==> src/rtl/adc_cmd_spi_pkg.sv <==
package adc_cmd_spi_pkg;

  localparam int BYTE_W    = 8;
  localparam int MAX_BYTES = 3;
  localparam int PAY_W     = BYTE_W * MAX_BYTES;
  localparam int FRAME_W   = BYTE_W + PAY_W;
  localparam int BITCNT_W  = $clog2(FRAME_W);

  // Strobes from the sequencer to the shift datapath
  typedef struct packed {
    logic load;    // latch a new request
    logic sample;  // capture miso (rising sclk)
    logic shift;   // advance the transmit register (falling sclk)
    logic finish;  // publish read data
    logic reject;  // invalid length: clear read data
  } strobe_t;

  // Command byte: bit7 zero, bit6 direction, bits5:3 address, bits2:0 zero
  function automatic logic [BYTE_W-1:0] makeCmd(input logic isRead,
                                                input logic [2:0] addr);
    return {1'b0, isRead, addr, 3'b000};
  endfunction

endpackage

==> src/rtl/adc_cmd_spi_ctrl.sv <==
module adc_cmd_spi_ctrl
  import adc_cmd_spi_pkg::*;
#(
  parameter int HALF_DIV = 2
) (
  input  logic       clk,
  input  logic       rstN,
  input  logic       reqValid,
  input  logic [1:0] reqSize,
  input  logic       reqHoldCs,
  output strobe_t    stb,
  output logic       busy,
  output logic       done,
  output logic       err,
  output logic       sclk,
  output logic       csN
);

  localparam int PH_W = (HALF_DIV > 1) ? $clog2(HALF_DIV) : 1;
  localparam logic [PH_W-1:0] PH_LAST = PH_W'(HALF_DIV - 1);

  typedef enum logic [1:0] {ST_IDLE, ST_LOW, ST_HIGH} state_t;

  state_t              state;
  logic [PH_W-1:0]     phase;
  logic [BITCNT_W-1:0] bitsLeft;
  logic                holdR;
  logic                sclkR;
  logic                csNR;
  logic                doneR;
  logic                errR;

  logic accept;
  logic sizeOk;
  logic lastPh;

  always_comb begin
    accept     = (state == ST_IDLE) && reqValid;
    sizeOk     = (reqSize != 2'd0);
    lastPh     = (phase == PH_LAST);
    stb.load   = accept && sizeOk;
    stb.reject = accept && !sizeOk;
    stb.sample = (state == ST_LOW) && lastPh;
    stb.shift  = (state == ST_HIGH) && lastPh && (bitsLeft != '0);
    stb.finish = (state == ST_HIGH) && lastPh && (bitsLeft == '0);
  end

  always_ff @(posedge clk or negedge rstN) begin
    if (!rstN) begin
      state    <= ST_IDLE;
      phase    <= '0;
      bitsLeft <= '0;
      holdR    <= 1'b0;
      sclkR    <= 1'b1;
      csNR     <= 1'b1;
      doneR    <= 1'b0;
      errR     <= 1'b0;
    end else begin
      doneR <= 1'b0;
      errR  <= 1'b0;
      unique case (state)
        ST_IDLE: begin
          if (stb.load) begin
            state    <= ST_LOW;
            phase    <= '0;
            bitsLeft <= BITCNT_W'({reqSize, 3'b111});
            holdR    <= reqHoldCs;
            sclkR    <= 1'b0;
            csNR     <= 1'b0;
          end else if (stb.reject) begin
            doneR <= 1'b1;
            errR  <= 1'b1;
          end
        end
        ST_LOW: begin
          if (lastPh) begin
            sclkR <= 1'b1;
            state <= ST_HIGH;
            phase <= '0;
          end else begin
            phase <= phase + 1'b1;
          end
        end
        ST_HIGH: begin
          if (lastPh) begin
            phase <= '0;
            if (bitsLeft == '0) begin
              state <= ST_IDLE;
              doneR <= 1'b1;
              csNR  <= !holdR;
            end else begin
              bitsLeft <= bitsLeft - 1'b1;
              sclkR    <= 1'b0;
              state    <= ST_LOW;
            end
          end else begin
            phase <= phase + 1'b1;
          end
        end
        default: state <= ST_IDLE;
      endcase
    end
  end

  assign busy = (state != ST_IDLE);
  assign done = doneR;
  assign err  = errR;
  assign sclk = sclkR;
  assign csN  = csNR;

endmodule

==> src/rtl/adc_cmd_spi_dp.sv <==
module adc_cmd_spi_dp
  import adc_cmd_spi_pkg::*;
(
  input  logic             clk,
  input  logic             rstN,
  input  strobe_t          stb,
  input  logic             active,
  input  logic             reqRead,
  input  logic [2:0]       reqAddr,
  input  logic [1:0]       reqSize,
  input  logic [PAY_W-1:0] reqWdata,
  input  logic             miso,
  output logic             mosi,
  output logic [PAY_W-1:0] rdData
);

  logic [FRAME_W-1:0] txShift;
  logic [PAY_W-1:0]   rxShift;
  logic [PAY_W-1:0]   rdMask;
  logic [PAY_W-1:0]   payAligned;
  logic [PAY_W-1:0]   rdDataR;
  logic [1:0]         sizeR;
  logic               readR;

  // Left-justify the payload so its first byte leaves right after the command
  always_comb begin
    payAligned = '0;
    if (!reqRead) begin
      unique case (reqSize)
        2'd1:    payAligned = {reqWdata[BYTE_W-1:0], {(PAY_W-BYTE_W){1'b0}}};
        2'd2:    payAligned = {reqWdata[2*BYTE_W-1:0], {(PAY_W-2*BYTE_W){1'b0}}};
        2'd3:    payAligned = reqWdata;
        default: payAligned = '0;
      endcase
    end
  end

  // One byte lane of the read mask per possible payload byte
  for (genvar g = 0; g < MAX_BYTES; g++) begin : gMask
    assign rdMask[g*BYTE_W +: BYTE_W] = {BYTE_W{(int'(sizeR) > g)}};
  end

  always_ff @(posedge clk or negedge rstN) begin
    if (!rstN) begin
      txShift <= '0;
      rxShift <= '0;
      rdDataR <= '0;
      sizeR   <= '0;
      readR   <= 1'b0;
    end else begin
      if (stb.load) begin
        txShift <= {makeCmd(reqRead, reqAddr), payAligned};
        rxShift <= '0;
        sizeR   <= reqSize;
        readR   <= reqRead;
      end else begin
        if (stb.shift)  txShift <= {txShift[FRAME_W-2:0], 1'b0};
        if (stb.sample) rxShift <= {rxShift[PAY_W-2:0], miso};
      end
      if (stb.finish)      rdDataR <= readR ? (rxShift & rdMask) : '0;
      else if (stb.reject) rdDataR <= '0;
    end
  end

  assign mosi   = active ? txShift[FRAME_W-1] : 1'b0;
  assign rdData = rdDataR;

endmodule

==> src/rtl/adc_cmd_spi.sv <==
module adc_cmd_spi
  import adc_cmd_spi_pkg::*;
#(
  parameter int HALF_DIV = 2
) (
  input  logic        clk,
  input  logic        rstN,
  input  logic        reqValid,
  input  logic        reqRead,
  input  logic [2:0]  reqAddr,
  input  logic [1:0]  reqSize,
  input  logic [23:0] reqWdata,
  input  logic        reqHoldCs,
  input  logic        miso,
  output logic        busy,
  output logic        done,
  output logic        err,
  output logic [23:0] rdData,
  output logic        sclk,
  output logic        csN,
  output logic        mosi
);

  strobe_t stb;
  logic    busyI;

  adc_cmd_spi_ctrl #(.HALF_DIV(HALF_DIV)) u_ctrl (
    .clk      (clk),
    .rstN     (rstN),
    .reqValid (reqValid),
    .reqSize  (reqSize),
    .reqHoldCs(reqHoldCs),
    .stb      (stb),
    .busy     (busyI),
    .done     (done),
    .err      (err),
    .sclk     (sclk),
    .csN      (csN)
  );

  adc_cmd_spi_dp u_dp (
    .clk     (clk),
    .rstN    (rstN),
    .stb     (stb),
    .active  (busyI),
    .reqRead (reqRead),
    .reqAddr (reqAddr),
    .reqSize (reqSize),
    .reqWdata(reqWdata),
    .miso    (miso),
    .mosi    (mosi),
    .rdData  (rdData)
  );

  assign busy = busyI;

endmodule

==> config.mk <==
export PLATFORM = sky130hd
export DESIGN_NAME = adc_cmd_spi
export DESIGN_NICKNAME = d
export VERILOG_FILES = /design/src/rtl/adc_cmd_spi_pkg.sv /design/src/rtl/adc_cmd_spi_ctrl.sv /design/src/rtl/adc_cmd_spi_dp.sv /design/src/rtl/adc_cmd_spi.sv
export SDC_FILE = /design/constraint.sdc
export NUM_CORES = 1
export LEC_CHECK = 0
export BUFFER_PORTS_ARGS = -buffer_cell sky130_fd_sc_hd__buf_4
export CORE_ASPECT_RATIO = 1.2
export CORE_MARGIN = 2
export CORE_UTILIZATION = 25
export DETAILED_ROUTE_END_ITERATION = 10
export SYNTH_ARGS = -nofsm -noshare
export SYNTH_HDL_FRONTEND = slang
export SYNTH_SLANG_ARGS = --single-unit
==> constraint.sdc <==
create_clock -name clk -period 4.92 [get_ports clk]
set_input_delay 0.246 -clock clk [delete_from_list [all_inputs] [get_ports clk]]
set_output_delay 0.246 -clock clk [all_outputs]
set_load 0.02 [all_outputs]
==> results_dict.tcl, run 1 <==
set metrics [dict create \
    arrival_ns 2.75 \
    wl_per_cell_um 14.3 \
    post_cts_resized 0 \
    ff2ff_path_depth 6 \
    port_buffers 64 \
    holdPathStages 3 \
    drt_iter0_drc 314 \
    fin_area_sq_mm 0.00541 \
    ys_warn_count 0 \
    fin_util_pct 31.0 \
    setup_tns_ns 0 \
    num_io_pins 65 \
    rr_startpoint "u_ctrl.state[0]" \
    clk_pin_slew_ns 0.07 \
    die_w_um 126 \
    synth_top_cell_by_area "dfrtp_1" \
    tritoncts "yes" \
    grt_pass1_vias 3494 \
    root_buffer "clkbuf_16" \
    placedCellCount 710 \
    netlist.area_leader.share_pct 53.0 \
    avgSynthCellArea_sq_um 9.89 \
    drive_gt1_share_pct 21.1 \
    start_util_pct 25.5 \
    critPathTopFamily "compound AO/OA/AOI/OAI gates" \
    cp-end-kind "flip-flop" \
    crit_fanout 24 \
    grt_pass1_wl_mm 17.6 \
    syn_nets 491 \
    peakVddDrop_v 0.000237 \
    fp-row-count 53 \
    muxShareOfSynthArea_pct 5.05 \
    slowest_stage "a21oi_2" \
    tightest_slew_ns 1.11 \
    cts_buffers 9 \
    reg2reg_to "u_dp.rdData[19]" \
    synthArstFlopShare_pct 100 \
    p_total_mw 2.51 \
    outcome "finished, final reports clean" \
    dr.pass1.iters 4 \
    dp_hpwl_mm 7.27 \
    clock-sinks 96 \
    hp-class "in -> reg" \
    synth-compound-area-share_pct 19.3 \
    fin_cells 727 \
    hold_end "u_ctrl.holdR" \
    required_ns 5.20 \
    ant_nets 0 \
    synth_top_family_by_area "compound AO/OA/AOI/OAI gates" \
    synth.area.top_cells "dfrtp_1 (53%), nand2_1 (7.8%), a21oi_1 (6.9%), a22o_1 (5.5%), nor2_1 (3.0%)" \
    ff2ff_setup_slack_ns 2.46 \
    fmax_mhz 406 \
    dr_total_vias 3440 \
    drc 0 \
    rsz0062_at_grt "false" \
    gp_congestion 0.889 \
    antenna_found_initial 0 \
    synth_simple_gate_area_share_pct 15.8 \
    p_leak_nw 2.42 \
    routed_via_density 4.73 \
    placed_cell_area_sq_mm 0.00509 \
    clock_latency_ns 0.34 \
    relSlewSlack_pct 25.9 \
    cp_cell_sequence "inv_1 -> ha_1 -> nand2b_1 -> nor2_1 -> a21oi_2 -> a22o_1" \
    yosysMostFrequentCell "dfrtp_1" \
    ys_seq_area_share_pct 54.2 \
    ctsHtreeMaxLevel 3 \
    synth.distinct_cells 43 \
    setup_viol 0 \
    synthCells 449 \
    fp.dieH_um 150 \
    crit_buf_inv 1 \
    yosys_register_bits 96 \
    totalWireLength_mm 10.4 \
    synth-edff-count 0 \
    crit_type "reg -> reg" \
    min_period_ns 2.46 \
    synth_area_sq_mm 0.00444 \
    finClkSkew_ns 0.00933 \
    cts_post_setup_buffers_inserted 0 \
    cts_buffer_depth 2 \
    holdCritStartpoint "reqHoldCs" \
    max_stage_delay_ns 0.82 \
    core_area_sq_mm 0.0174 \
    drv_slew 0 \
    fin_nets 544 \
    syn_to_final_growth_pct 21.8 \
    die_area_sq_mm 0.0188 \
    track_usage_pct 11.5 \
    start_kind "flip-flop" \
    timing.final.crit_share_pct 50.1 \
    grt-ovfl-total 0 \
    cap_violations 0 \
    hold_violations 0 \
    antenna_cells 0 \
    ys.flop_type "dfrtp_1" \
    synth-xor-area-share_pct 0 \
    yosys-top-cells-count "dfrtp_1 (94), nand2_1 (92), a21oi_1 (61), nor2_1 (35), a22o_1 (28)" \
    p_per_area_mw_per_mm2 464 \
    synth_fa_ha_area_share_pct 1.97 \
    grt_start_max_net_pins 88 \
]
## flip-flops by register name, summed over array words and instances, names as in the netlist, 2 cells and up
name	flops
u_dp.txShift	32
u_dp.rdData	24
u_dp.rxShift	24
u_ctrl.bitsLeft	5
u_ctrl.state	2
u_dp.sizeR	2
## where the power goes
part           leakage, nW  internal, mW  switching, mW  total, mW
registers             1.25         0.973          0.113       1.09
logic                 1.03         0.285          0.442      0.727
clock network        0.144         0.369          0.324      0.693
## how the worst max path moves through the flow
| stage | from | end | slack (ns) | cells past startpoint |
|---|---|---|---|---|
| CTS | u_ctrl.state[0] | u_dp.rdData[19] | 2.42 | 6 |
| floorplan | u_ctrl.state[0] | u_ctrl.state[0] | 3.14 | 6 |
| finish | u_ctrl.state[0] | u_dp.rdData[19] | 2.46 | 6 |
| global placement | u_ctrl.state[0] | u_dp.rdData[8] | 2.56 | 6 |
| global route | u_ctrl.state[0] | u_dp.rdData[23] | 2.27 | 6 |
| detailed placement | u_ctrl.state[0] | u_dp.rdData[19] | 2.43 | 6 |
## repair_timing
action                                 CTS  global route
setup endpoints to repair                0             0
endpoints found under the hold margin    9             0
hold buffers                             1             0
## through the flow
step | hold slack [ns] | setup slack [ns]
global route | 0.114 | 2.27
finish | 0.113 | 2.46
global placement | 0.0775 | 2.56
detailed placement | 0.0849 | 2.43
CTS | 0.0991 | 2.42
floorplan | -0.0496 | 3.14
## metal layers
metal | vias up | track usage (%) | part of all wire (%)
met5 | - | 0 | 0
li1 | 1666 | - | -
met4 | 0 | 3.83 | 1.5
met3 | 13 | 3.04 | 6.1
met2 | 105 | 18.8 | 49
met1 | 1656 | 14.9 | 44
## cell type report
class | count | area (sq um)
repair buffers | 69 | 520
fillers | 1810 | 12000
well taps | 220 | 275
clock inverters | 6 | 61.3
inverters | 9 | 33.8
clock buffers | 10 | 239
multi-input cells | 317 | 1870
flip-flops and latches | 96 | 2400
## tightest hold or removal path: stages
cell and delay, ns:
buf_4 0.09, nand2_1 0.04, nand2_1 0.04
## placed cells by master (no fill, tap or decap), types with 5 or more instances in the layout
cell       instances
dfrtp_1           94
nand2_1           92
buf_4             68
a21oi_1           61
nor2_1            34
a22o_1            28
o21ai_0           24
mux2_2            11
mux2i_1           10
inv_1              9
clkbuf_16          9
ha_1               7
o22ai_1            6
and2_1             5
## cell families after synthesis
group,count (synthesis)
fa+ha+maj,7
simple gates,151
buf+inv,36
flops,96
compound gates,138
mux,21
Power figures use the tool's default switching activity.
==> run 2, diff against run 1 <==
ABC_AREA = 1   (was default)
clock period = 2.15 ns   (was 4.92 ns; I/O delays follow)
==> run 2 against run 1 <==
  * Synthesized cell count is 40% higher
  * Cell area is 9.3% higher
  * Core utilization is 0.21 points higher
  * Clock power is 130% higher
  * Maximum frequency is 30% higher
  * Synthesized area is 8.9% higher
  * Sequential share of layout area is 3.8 points lower
  * Power grew to 2.8 times the previous value
  * First-iteration DRC count is 14% lower
  * Cell count is 31% higher
  * Largest power group unchanged
==> results_dict.tcl, run 2 <==
set metrics [dict create \
    arrival_ns 2.17 \
    fin_cells 952 \
    cap_violations 0 \
    die_area_sq_mm 0.0205 \
    num_io_pins 65 \
    gp_congestion 0.765 \
    relSlewSlack_pct 51.4 \
    critPathLaunch "u_ctrl.state[0]" \
    ctsHtreeMaxLevel 3 \
    clk_pin_slew_ns 0.07 \
    mostFrequentLayoutCell "nand2_1" \
    yosys-top-cells-count "nand2_1 (260), dfrtp_1 (94), inv_1 (68), o21ai_0 (63), nand3_1 (55)" \
    ys_warn_count 0 \
    clock_latency_ns 0.36 \
    wl_per_cell_um 11.7 \
    tightest_slew_ns 0.728 \
    synth-xor-area-share_pct 0 \
    totalWireLength_mm 11.2 \
    top_register "u_dp.txShift" \
    avgSynthCellArea_sq_um 7.68 \
    synthArstFlopShare_pct 100 \
    fp-row-count 55 \
    grt_pass1_vias 3813 \
    crit_fanout 29 \
    root_buffer "clkbuf_16" \
    core_area_sq_mm 0.0189 \
    fin_area_sq_mm 0.00591 \
    tritoncts "yes" \
    p_leak_nw 3.16 \
    dr_total_vias 4034 \
    fmax_mhz 526 \
    netlist.area_leader.share_pct 48.7 \
    holdCritStartpoint "reqWdata[0]" \
    largest_reg_flops 32 \
    placed_cell_area_sq_mm 0.00556 \
    final_cell_mix "nand2_1 (260), dfrtp_1 (94), buf_4 (72), inv_1 (68), o21ai_0 (63)" \
    fp.dieH_um 156 \
    synthCells 629 \
    post_cts_resized 0 \
    syn_nets 671 \
    hp-class "in -> reg" \
    synth_top_family_by_area "simple AND/OR/NAND/NOR gates" \
    routed_via_density 4.24 \
    synth-edff-count 0 \
    min_period_ns 1.90 \
    dp_hpwl_mm 7.80 \
    fin_util_pct 31.2 \
    setup_viol 0 \
    fillers 2050 \
    placedCellCount 931 \
    cts_post_setup_buffers_inserted 0 \
    synth-compound-area-share_pct 9.63 \
    rr_startpoint "u_ctrl.state[0]" \
    yosys_register_bits 96 \
    multi_input_area_sq_mm 0.00199 \
    synth_fa_ha_area_share_pct 1.81 \
    setup_tns_ns 0 \
    drc 0 \
    grt-ovfl-total 0 \
    synth.distinct_cells 28 \
    required_ns 2.41 \
    drv_slew 0 \
    timing.final.crit_share_pct 88.5 \
    grt_start_max_net_pins 49 \
    drive_gt1_share_pct 15.8 \
    track_usage_pct 11.7 \
    cts_buffer_depth 2 \
    hold_violations 0 \
    drt_iter0_drc 271 \
    synth_simple_gate_area_share_pct 29.7 \
    syn_to_final_growth_pct 22.2 \
    ant_nets 0 \
    dr.pass1.iters 7 \
    peakVddDrop_v 0.000542 \
    synth_area_sq_mm 0.00483 \
    die_w_um 131 \
    synth_top_cell_by_area "dfrtp_1" \
    finClkSkew_ns 0.00698 \
    synth.area.top_cells "dfrtp_1 (49%), nand2_1 (20%), o21ai_0 (6.5%), nand3_1 (5.7%), inv_1 (5.3%)" \
    clock-sinks 96 \
    outcome "finished, final reports clean" \
    p_total_mw 6.95 \
    cts_buffers 9 \
    start_kind "flip-flop" \
    rsz0062_at_grt "false" \
    cp-end-kind "flip-flop" \
    start_util_pct 25.5 \
    final-seq-area_sq_mm 0.00240 \
    antenna_found_initial 0 \
    antenna_cells 0 \
    fin_nets 733 \
    yosysMostFrequentCell "nand2_1" \
    p_per_area_mw_per_mm2 1180 \
    grt_pass1_wl_mm 18.8 \
    crit_type "reg -> reg" \
    port_buffers 64 \
    muxShareOfSynthArea_pct 0 \
    ys.flop_type "dfrtp_1" \
    ys_seq_area_share_pct 49.8 \
]
==> run 2: path summary, 6_finish.rpt <==
kind / end / slack [ns] / cells after the start
max in group asynchronous: u_ctrl.sclk / 1.16 / 3
setup / recovery: u_dp.txShift[30] / 0.25 / 9
min in group asynchronous: u_dp.txShift[15] / 0.25 / 2
setup reg to reg: u_dp.txShift[30] / 0.25 / 9
hold / removal: u_dp.txShift[0] / 0.04 / 3
hold reg to reg: u_ctrl.sclk / 0.48 / 2
==> run 2: repair_timing <==
item | 4_1_cts | 5_1_grt
hold buffers | 5 | 0
endpoints found under the hold margin | 37 | 0
endpoints found under the setup margin | 0 | 0
==> run 2: logic make-up after synthesis <==
group | after synthesis
adders and majority gates | 7
and+or+nand+nor | 337
DFF | 96
buffers and inverters | 99
AOI/OAI and AO/OA | 90
==> run 2: final cells by class <==
class	instances	area share (%)
clock buffer	10	4.05
inverter	72	4.81
sequential	96	40.7
timing repair buffer	78	10.3
multi-input combinational	434	33.6
clock inverter	6	1.02
tap	256	5.42
==> run 2: critical path, stage by stage (launching register included) <==
cell and delay [ns]:
dfrtp_1 0.42, inv_1 0.13, ha_1 0.38, nand2_1 0.13, inv_1 0.07, nand2_1 0.09, nand2_2 0.08, buf_4 0.30
nand3_1 0.10, o21ai_0 0.10
==> run 2: report_power, final <==
part / internal, mW / switching [mW] / total, mW
clock network: 0.845 / 0.768 / 1.61
registers: 2.42 / 0.376 / 2.79
logic: 0.941 / 1.60 / 2.54
==> run 2: per-stage QoR <==
stage | hold slack, ns | setup slack (ns)
floorplan | -0.188 | 0.534
global placement | 0.116 | 0.306
detailed placement | 0.120 | 0.226
CTS | 0.0198 | 0.212
global route | 0.0630 | 0.0859
finish | 0.0359 | 0.247
==> run 2: metal layers <==
layer	up-vias	share of wire, %	global-route usage [%]
met2	78	47	18.7
met1	1851	47	15.4
li1	2093	-	-
met5	-	0	0
met4	0	2.1	4.91
met3	12	3.5	2.32
